`src/rtl/spi_fifo_irq_pkg.sv`:
```
package spi_fifo_irq_pkg;

  // Status / enable bit positions (software decodes these)
  localparam int unsigned ST_TX_EMPTY = 0;
  localparam int unsigned ST_TX_HALF  = 1;
  localparam int unsigned ST_TX_FULL  = 2;
  localparam int unsigned ST_RX_READY = 3;
  localparam int unsigned ST_RX_HALF  = 4;
  localparam int unsigned ST_RX_FULL  = 5;
  localparam int unsigned ST_RX_OVF   = 6;
  localparam int unsigned ST_XFER_END = 7;
  localparam int unsigned ST_BITS     = 8;

  typedef logic [ST_BITS-1:0] stat_vec_t;

  // Bits that only a write of one can clear
  localparam stat_vec_t STICKY_MASK = stat_vec_t'((1 << ST_RX_OVF) | (1 << ST_XFER_END));

  // Soft-reset strobe bit positions
  localparam int unsigned SR_TX = 0;
  localparam int unsigned SR_RX = 1;

  function automatic logic lvl_half(input int unsigned fill, input int unsigned depth);
    return fill >= (depth / 2);
  endfunction

  function automatic logic lvl_full(input int unsigned fill, input int unsigned depth);
    return fill == depth;
  endfunction

  function automatic logic lvl_empty(input int unsigned fill);
    return fill == 0;
  endfunction

endpackage

```
`src/rtl/spi_word_fifo.sv`:
```
module spi_word_fifo #(
  parameter int unsigned DEPTH = 16,
  parameter int unsigned WIDTH = 32,
  localparam int unsigned AW = (DEPTH > 1) ? $clog2(DEPTH) : 1,
  localparam int unsigned CW = $clog2(DEPTH + 1)
) (
  input  logic             clk,
  input  logic             rst_n,
  input  logic             clr,
  input  logic             push,
  input  logic [WIDTH-1:0] push_data,
  input  logic             pop,
  output logic [WIDTH-1:0] head,
  output logic [CW-1:0]    count,
  output logic             full,
  output logic             empty,
  output logic             push_drop
);

  logic [WIDTH-1:0] mem [DEPTH];
  logic [AW-1:0]    wr_ptr, rd_ptr;
  logic [CW-1:0]    fill_q;

  // Named internal events
  logic pop_ok, push_ok;

  function automatic logic [AW-1:0] ptr_step(input logic [AW-1:0] p);
    return (32'(p) == DEPTH - 1) ? '0 : p + 1'b1;
  endfunction

  assign full      = (fill_q == CW'(DEPTH));
  assign empty     = (fill_q == '0);
  assign pop_ok    = pop && !empty && !clr;
  assign push_ok   = push && !clr && (!full || pop_ok);
  assign push_drop = push && !clr && full && !pop_ok;
  assign head      = mem[rd_ptr];
  assign count     = fill_q;

  always_ff @(posedge clk) begin
    if (push_ok) mem[wr_ptr] <= push_data;
  end

  always_ff @(posedge clk or negedge rst_n) begin
    if (!rst_n) begin
      wr_ptr <= '0;
      rd_ptr <= '0;
      fill_q <= '0;
    end else if (clr) begin
      wr_ptr <= '0;
      rd_ptr <= '0;
      fill_q <= '0;
    end else begin
      if (push_ok) wr_ptr <= ptr_step(wr_ptr);
      if (pop_ok)  rd_ptr <= ptr_step(rd_ptr);
      case ({push_ok, pop_ok})
        2'b10:   fill_q <= fill_q + 1'b1;
        2'b01:   fill_q <= fill_q - 1'b1;
        default: fill_q <= fill_q;
      endcase
    end
  end

  // the fill level never exceeds the depth
  p_no_overrun_r3: assert property (@(posedge clk) disable iff (!rst_n)
    32'(count) <= DEPTH);

  // a lone accepted push raises the count by exactly one
  p_push_count_r2: assert property (@(posedge clk) disable iff (!rst_n)
    (push_ok && !pop_ok) |=> (count == $past(count) + 1'b1));

  // a push and pop together leave the count unchanged
  p_both_steady_r2: assert property (@(posedge clk) disable iff (!rst_n)
    (push_ok && pop_ok) |=> $stable(count));

  // a clear empties the queue on the next cycle
  p_clr_empty_r9: assert property (@(posedge clk) disable iff (!rst_n)
    clr |=> (count == '0));

  // popping an empty queue with no push leaves it empty
  p_empty_pop_r5: assert property (@(posedge clk) disable iff (!rst_n)
    (empty && pop && !push) |=> empty);

endmodule

```
`src/rtl/spi_stat_irq.sv`:
```
module spi_stat_irq
  import spi_fifo_irq_pkg::*;
#(
  parameter int unsigned DEPTH = 16,
  localparam int unsigned CW = $clog2(DEPTH + 1)
) (
  input  logic          clk,
  input  logic          rst_n,
  input  logic [CW-1:0] tx_fill,
  input  logic [CW-1:0] rx_fill,
  input  logic          rx_drop,
  input  logic          rx_clr,
  input  logic          xfer_done,
  input  logic          stat_wr,
  input  stat_vec_t     stat_wdata,
  input  logic          ien_wr,
  input  stat_vec_t     ien_wdata,
  output stat_vec_t     status,
  output stat_vec_t     int_en,
  output logic          irq
);

  logic      ovf_q, done_q;
  stat_vec_t ien_q;
  stat_vec_t w1c;

  // Named internal events
  logic ovf_clear_req, done_clear_req;

  assign w1c            = stat_wr ? (stat_wdata & STICKY_MASK) : '0;
  assign ovf_clear_req  = w1c[ST_RX_OVF];
  assign done_clear_req = w1c[ST_XFER_END];

  always_ff @(posedge clk or negedge rst_n) begin
    if (!rst_n) begin
      ovf_q <= 1'b0;
    end else if (rx_clr) begin
      ovf_q <= 1'b0;
    end else if (rx_drop) begin
      ovf_q <= 1'b1;
    end else if (ovf_clear_req) begin
      ovf_q <= 1'b0;
    end
  end

  always_ff @(posedge clk or negedge rst_n) begin
    if (!rst_n) begin
      done_q <= 1'b0;
    end else if (xfer_done) begin
      done_q <= 1'b1;
    end else if (done_clear_req) begin
      done_q <= 1'b0;
    end
  end

  always_ff @(posedge clk or negedge rst_n) begin
    if (!rst_n)      ien_q <= '0;
    else if (ien_wr) ien_q <= ien_wdata;
  end

  always_comb begin
    status              = '0;
    status[ST_TX_EMPTY] = lvl_empty(32'(tx_fill));
    status[ST_TX_HALF]  = lvl_half(32'(tx_fill), DEPTH);
    status[ST_TX_FULL]  = lvl_full(32'(tx_fill), DEPTH);
    status[ST_RX_READY] = !lvl_empty(32'(rx_fill));
    status[ST_RX_HALF]  = lvl_half(32'(rx_fill), DEPTH);
    status[ST_RX_FULL]  = lvl_full(32'(rx_fill), DEPTH);
    status[ST_RX_OVF]   = ovf_q;
    status[ST_XFER_END] = done_q;
  end

  assign int_en = ien_q;
  assign irq    = |(status & ien_q);

  // a completion pulse always lands in the status bit
  p_done_set_r7: assert property (@(posedge clk) disable iff (!rst_n)
    xfer_done |=> status[ST_XFER_END]);

  // overflow is sticky until a clear or an RX soft reset
  p_ovf_sticky_r6: assert property (@(posedge clk) disable iff (!rst_n)
    (status[ST_RX_OVF] && !ovf_clear_req && !rx_clr) |=> status[ST_RX_OVF]);

  // a dropped word raises overflow unless RX is being reset
  p_ovf_rise_r6: assert property (@(posedge clk) disable iff (!rst_n)
    (rx_drop && !rx_clr) |=> status[ST_RX_OVF]);

  // TX empty and TX full are never reported together
  p_tx_excl_r3: assert property (@(posedge clk) disable iff (!rst_n)
    $onehot0({status[ST_TX_EMPTY], status[ST_TX_FULL]}));

  // a status write does not touch the level-derived bits
  p_levels_kept_r8: assert property (@(posedge clk) disable iff (!rst_n)
    (stat_wr && $stable(tx_fill) && $stable(rx_fill)) |-> $stable(status[5:0]));

endmodule

```
`src/rtl/spi_fifo_irq_unit.sv`:
```
module spi_fifo_irq_unit
  import spi_fifo_irq_pkg::*;
#(
  parameter int unsigned DEPTH = 16,
  parameter int unsigned WIDTH = 32,
  localparam int unsigned CW = $clog2(DEPTH + 1)
) (
  input  logic             clk,
  input  logic             rst_n,
  input  logic             tx_push,
  input  logic [WIDTH-1:0] tx_push_data,
  input  logic             tx_pop,
  output logic [WIDTH-1:0] tx_head,
  input  logic             rx_push,
  input  logic [WIDTH-1:0] rx_push_data,
  input  logic             rx_pop,
  output logic [WIDTH-1:0] rx_head,
  input  logic             xfer_done,
  input  logic             stat_wr,
  input  logic [7:0]       stat_wdata,
  input  logic             ien_wr,
  input  logic [7:0]       ien_wdata,
  input  logic [1:0]       soft_rst,
  output logic [7:0]       status,
  output logic [7:0]       int_en,
  output logic [CW-1:0]    tx_count,
  output logic [CW-1:0]    rx_count,
  output logic             irq
);

  // Per-queue signals, index 0 = TX, 1 = RX
  logic             q_push [2];
  logic             q_pop  [2];
  logic             q_clr  [2];
  logic [WIDTH-1:0] q_din  [2];
  logic [WIDTH-1:0] q_head [2];
  logic [CW-1:0]    q_cnt  [2];
  logic             q_full [2];
  logic             q_empty[2];
  logic             q_drop [2];

  assign q_push[0] = tx_push;
  assign q_din[0]  = tx_push_data;
  assign q_pop[0]  = tx_pop;
  assign q_clr[0]  = soft_rst[SR_TX];
  assign q_push[1] = rx_push;
  assign q_din[1]  = rx_push_data;
  assign q_pop[1]  = rx_pop;
  assign q_clr[1]  = soft_rst[SR_RX];

  for (genvar g = 0; g < 2; g++) begin : g_queue
    spi_word_fifo #(.DEPTH(DEPTH), .WIDTH(WIDTH)) u_fifo (
      .clk       (clk),
      .rst_n     (rst_n),
      .clr       (q_clr[g]),
      .push      (q_push[g]),
      .push_data (q_din[g]),
      .pop       (q_pop[g]),
      .head      (q_head[g]),
      .count     (q_cnt[g]),
      .full      (q_full[g]),
      .empty     (q_empty[g]),
      .push_drop (q_drop[g])
    );
  end

  assign tx_head  = q_head[0];
  assign rx_head  = q_head[1];
  assign tx_count = q_cnt[0];
  assign rx_count = q_cnt[1];

  stat_vec_t st_int, ien_int;

  spi_stat_irq #(.DEPTH(DEPTH)) u_stat (
    .clk        (clk),
    .rst_n      (rst_n),
    .tx_fill    (q_cnt[0]),
    .rx_fill    (q_cnt[1]),
    .rx_drop    (q_drop[1]),
    .rx_clr     (q_clr[1]),
    .xfer_done  (xfer_done),
    .stat_wr    (stat_wr),
    .stat_wdata (stat_wdata),
    .ien_wr     (ien_wr),
    .ien_wdata  (ien_wdata),
    .status     (st_int),
    .int_en     (ien_int),
    .irq        (irq)
  );

  assign status = st_int;
  assign int_en = ien_int;

  // with nothing enabled the interrupt line stays low
  p_irq_quiet_r10: assert property (@(posedge clk) disable iff (!rst_n)
    (int_en == '0) |-> !irq);

  // RX ready agrees with the RX queue's own empty indication
  p_rx_ready_r5: assert property (@(posedge clk) disable iff (!rst_n)
    status[ST_RX_READY] == !q_empty[1]);

  // TX full agrees with the TX queue's own full indication
  p_tx_full_r3: assert property (@(posedge clk) disable iff (!rst_n)
    status[ST_TX_FULL] == q_full[0]);

  // an RX soft reset leaves the TX count alone when TX is idle
  p_rx_rst_iso_r9: assert property (@(posedge clk) disable iff (!rst_n)
    (soft_rst == 2'b10 && !tx_push && !tx_pop) |=> $stable(tx_count));

endmodule

```
`config.mk`:
```
export PLATFORM = sky130hd
export DESIGN_NAME = spi_fifo_irq_unit
export DESIGN_NICKNAME = d
export VERILOG_FILES = /design/src/rtl/spi_fifo_irq_pkg.sv /design/src/rtl/spi_word_fifo.sv /design/src/rtl/spi_stat_irq.sv /design/src/rtl/spi_fifo_irq_unit.sv
export SDC_FILE = /design/constraint.sdc
export NUM_CORES = 1
export LEC_CHECK = 0
export ABC_AREA = 1
export BUFFER_PORTS_ARGS = -buffer_cell sky130_fd_sc_hd__buf_2
export CAP_MARGIN = 0
export CORE_MARGIN = 10
export CORE_UTILIZATION = 59
export DETAILED_ROUTE_END_ITERATION = 6
export HOLD_SLACK_MARGIN = 0.15
export PLACE_DENSITY = 0.77
export SKIP_LAST_GASP = 1
export SYNTH_ARGS = -nofsm -noshare
export SYNTH_HDL_FRONTEND = slang
export SYNTH_SLANG_ARGS = --single-unit
```
`constraint.sdc`:
```
create_clock -name clk -period 5.8 [get_ports clk]
set_clock_uncertainty 0.1 [all_clocks]
set_input_delay 0.87 -clock clk [delete_from_list [all_inputs] [get_ports clk]]
set_output_delay 0.87 -clock clk [all_outputs]
set_load 0.05 [all_outputs]
```
==> run metrics <==
outcome finished, final reports clean; GRT overflow 0; initial antenna violation count 18; Post-CTS Setup Bufs 0; sw power approximately 0.006 W; FF-to-FF Start g_queue[1].u_fifo.count[0]$_DFFE_PN0P_; min setup slack post-route ~950 ps; Ports approximately 180; sequential area share after synthesis 75.99%; clock period minus final worst setup slack between 4000 and 5000 ps; Starting Density 59.48%; chip height around 290 um; WL/cell approximately 25 um; H-tree lvl count 3; Leak 15.94 nW; Area Growth Syn to Fin 11.87%; Internal Power between 0.01 and 0.015 W; TNS Setup 0 ps; fin. max-slew vios 0; Yosys warnings 0; cts-stage hold buffer count 0; Tightest Pin Transition between 1000 and 1500 ps; Critical Path AT just under 4000 ps; core footprint around 0.070 mm^2; CP Capture Type output port; Placed Instances 4035; startpoint class of the critical path flip-flop; ys async rst share ~3.4%; reg2reg path depth 9; CP Data Required Time 4830 ps; dpl hpwl between 50000 and 60000 um; clk sinks around 1.1k; fraction of layout cells with a size suffix above 1 13.94%; GPL Wtd Cong around 0.8; die width about 290 um; total CTS buffers 101; CTS clk-pin slew, worst paths 60 ps; Post-synth top flop edfxtp_1; Final Instance Area 0.04660 mm^2; pwr dens 402.9 mW/mm^2; Clk network pwr share 33.0%; Post-synth EDFFs 1024; mapped cell area approximately 0.042 mm^2; CP Class reg -> out; vias per cell about 6.4; combinational fraction of design power around a fifth; RSZ-0062 raised after global routing false; WL final 104800 um; Resized Gates After CTS 0; Hold Crit Class in -> async; Critical R2R Capture g_queue[1].u_fifo.mem[5][1]$_DFFE_PP_; worst skew pair latency about 660 ps; setup violators final 0; Final Non-Filler Cells between 4k and 5k; Synth cell types 46; #FFs+latches synth 1060; Nets 3303; Port Buffers 175; slowest CP cell dfrtp_2; largest net degree at the start of global routing roughly 260; # Max-Cap Violations 0; Syn Area/Cell 13.62 um^2; Final Util between 60% and 70%; Slew HR 12.28%; max incr delay on CP roughly 1000 ps; sequential power share roughly 46%; number of global-route vias before repair 26.23k; Final ANT Viol Nets 0; VDD IR max ~0.00039 V; Placed Area roughly 0.043 mm^2; die area 0.08162 mm^2; period utilization a little over four fifths; row count between 90 and 100; residual DRC count 0; Fin. Hold Viols 0; CTS root buf clkbuf_16; sw frac 31.62%; Clock Path Buffers 3; Mapped Cells between 3k and 4k; drt first pass iters 6; Synthesized Nets 3164; first-pass GRT wire length about 160000 um; internal reg-to-reg setup slack 2620 ps; vias after detailed routing 26.96k; dpl ws 1697 ps; drt initial violations about 3.9k; aggregate global-route resource usage around a quarter; CP Cell Sequence nand2_2 > inv_2 > nand3_1 > nand4_1 > nand2_1 > buf_2; CP max FO between 40 and 50; Fill cells around 4.7k; CTS tree built; FMAX between 0.2 and 0.25 GHz
[routing by layer]
metal	up-vias	global-route usage [%]	part of all wire, %
li1	11738	-	-
met5	-	0	0.12
met1	13288	32.38	36
met4	20	9.370	3.0
met3	283	5.304	11
met2	1633	41.15	50
[how the worst max path moves through the flow]
stage	slack (ps)	startpoint	cells past startpoint	endpoint
floorplan	2390	g_queue[1].u_fifo.count[4]$_DFFE_PN0P_	8	g_queue[1].u_fifo.mem[11][0]$_DFFE_PP_
global placement	1710	g_queue[1].u_fifo.rd_ptr[1]$_DFFE_PN0P_	6	rx_head[27]
detailed placement	1700	g_queue[1].u_fifo.rd_ptr[1]$_DFFE_PN0P_	6	rx_head[27]
CTS	1020	g_queue[1].u_fifo.rd_ptr[1]$_DFFE_PN0P_	6	rx_head[27]
global route	900	g_queue[1].u_fifo.rd_ptr[1]$_DFFE_PN0P_	6	rx_head[25]
finish	950	g_queue[1].u_fifo.rd_ptr[1]$_DFFE_PN0P_	6	rx_head[27]
[cell type report]
type | count | area [um^2] | area share (%)
antenna | 9 | 22.52 | 0.04833
clock buffer | 130 | 2656 | 5.701
clock inverter | 54 | 459.2 | 0.9854
inverter | 50 | 200.2 | 0.4296
multi-input combinational | 1752 | 9057 | 19.44
sequential | 1060 | 31660 | 67.95
tap | 940 | 1176 | 2.524
timing repair buffer | 233 | 1361 | 2.921
[through the flow]
step / total power (W) / hold WS (ps)
after floorplan: 0.01165 / 377.0
after detailed placement: 0.01268 / 413.6
final: 0.01878 / 225.6
after global routing: 0.01943 / 283.5
after global placement: 0.01253 / 390.5
after CTS: 0.01876 / 235.8
[synth_stat cells, types with 3 or more instances]
cell type,count,area share [%]
o21ai_1,74,0.89
clkinv_1,4,0.036
dfrtp_1,36,2.2
buf_2,84,1.0
a221oi_2,3,0.11
buf_4,19,0.34
nor2_2,7,0.11
inv_2,12,0.11
buf_6,11,0.30
nor2_1,308,2.8
nand2_4,3,0.081
o221ai_1,51,1.1
nand3_4,3,0.13
ha_1,14,0.42
o22ai_1,84,1.3
nand4_1,51,0.77
a221oi_1,75,1.6
edfxtp_1,1024,74
clkbuf_1,81,0.73
nand2_2,5,0.075
nor3_1,3,0.036
nand3_1,115,1.4
xor2_1,4,0.084
a21oi_1,160,1.9
o21ai_0,281,3.4
nand2_1,482,4.3
inv_1,32,0.29
mux2_2,7,0.19
[placed cells by master (no fill, tap or decap), types with 34 or more instances in the layout]
master,instances
o21ai_0,281
o221ai_1,51
nand3_1,115
o21ai_1,74
clkbuf_16,101
buf_2,175
buf_4,54
nor2_4,34
nor2_1,276
a221oi_1,75
edfxtp_1,1024
o22ai_1,84
nand4_1,51
a21oi_1,160
nand2_1,478
[flip-flops by register name, indices dropped and copies added, names as in the netlist]
register / count
g_queue.u_fifo.mem: 1024
u_stat.done_q: 1
g_queue.u_fifo.count: 10
g_queue.u_fifo.rd_ptr: 8
g_queue.u_fifo.wr_ptr: 8
u_stat.ovf_q: 1
u_stat.int_en: 8
[critical path, delay by kind of cell (launching register included)]
family	cells	cell delay [ps]
buffers and inverters	2	1070
flip-flops	1	1010
AND/OR/NAND/NOR	4	1100
[cell families after synthesis]
group / after synthesis / synth area share, %
DFF: 1060 / 75.99
and+or+nand+nor: 985 / 9.928
buffers and inverters: 247 / 2.866
muxes: 7 / 0.1893
xor gates and xnor gates: 5 / 0.1051
AOI/OAI and AO/OA: 741 / 10.50
adders and majority gates: 14 / 0.4206
[power by group through the flow]
stage / Clock, W / Combinational (W) / Sequential [W]
2_1_floorplan: 0 / 0.00285 / 0.00880
3_3_place_gp: 0 / 0.00378 / 0.00875
3_5_place_dp: 0 / 0.00392 / 0.00875
4_1_cts: 0.00622 / 0.00395 / 0.00859
5_1_grt: 0.00656 / 0.00427 / 0.00860
6_report: 0.00619 / 0.00399 / 0.00860
No activity file was read; power rests on OpenSTA's default activity.
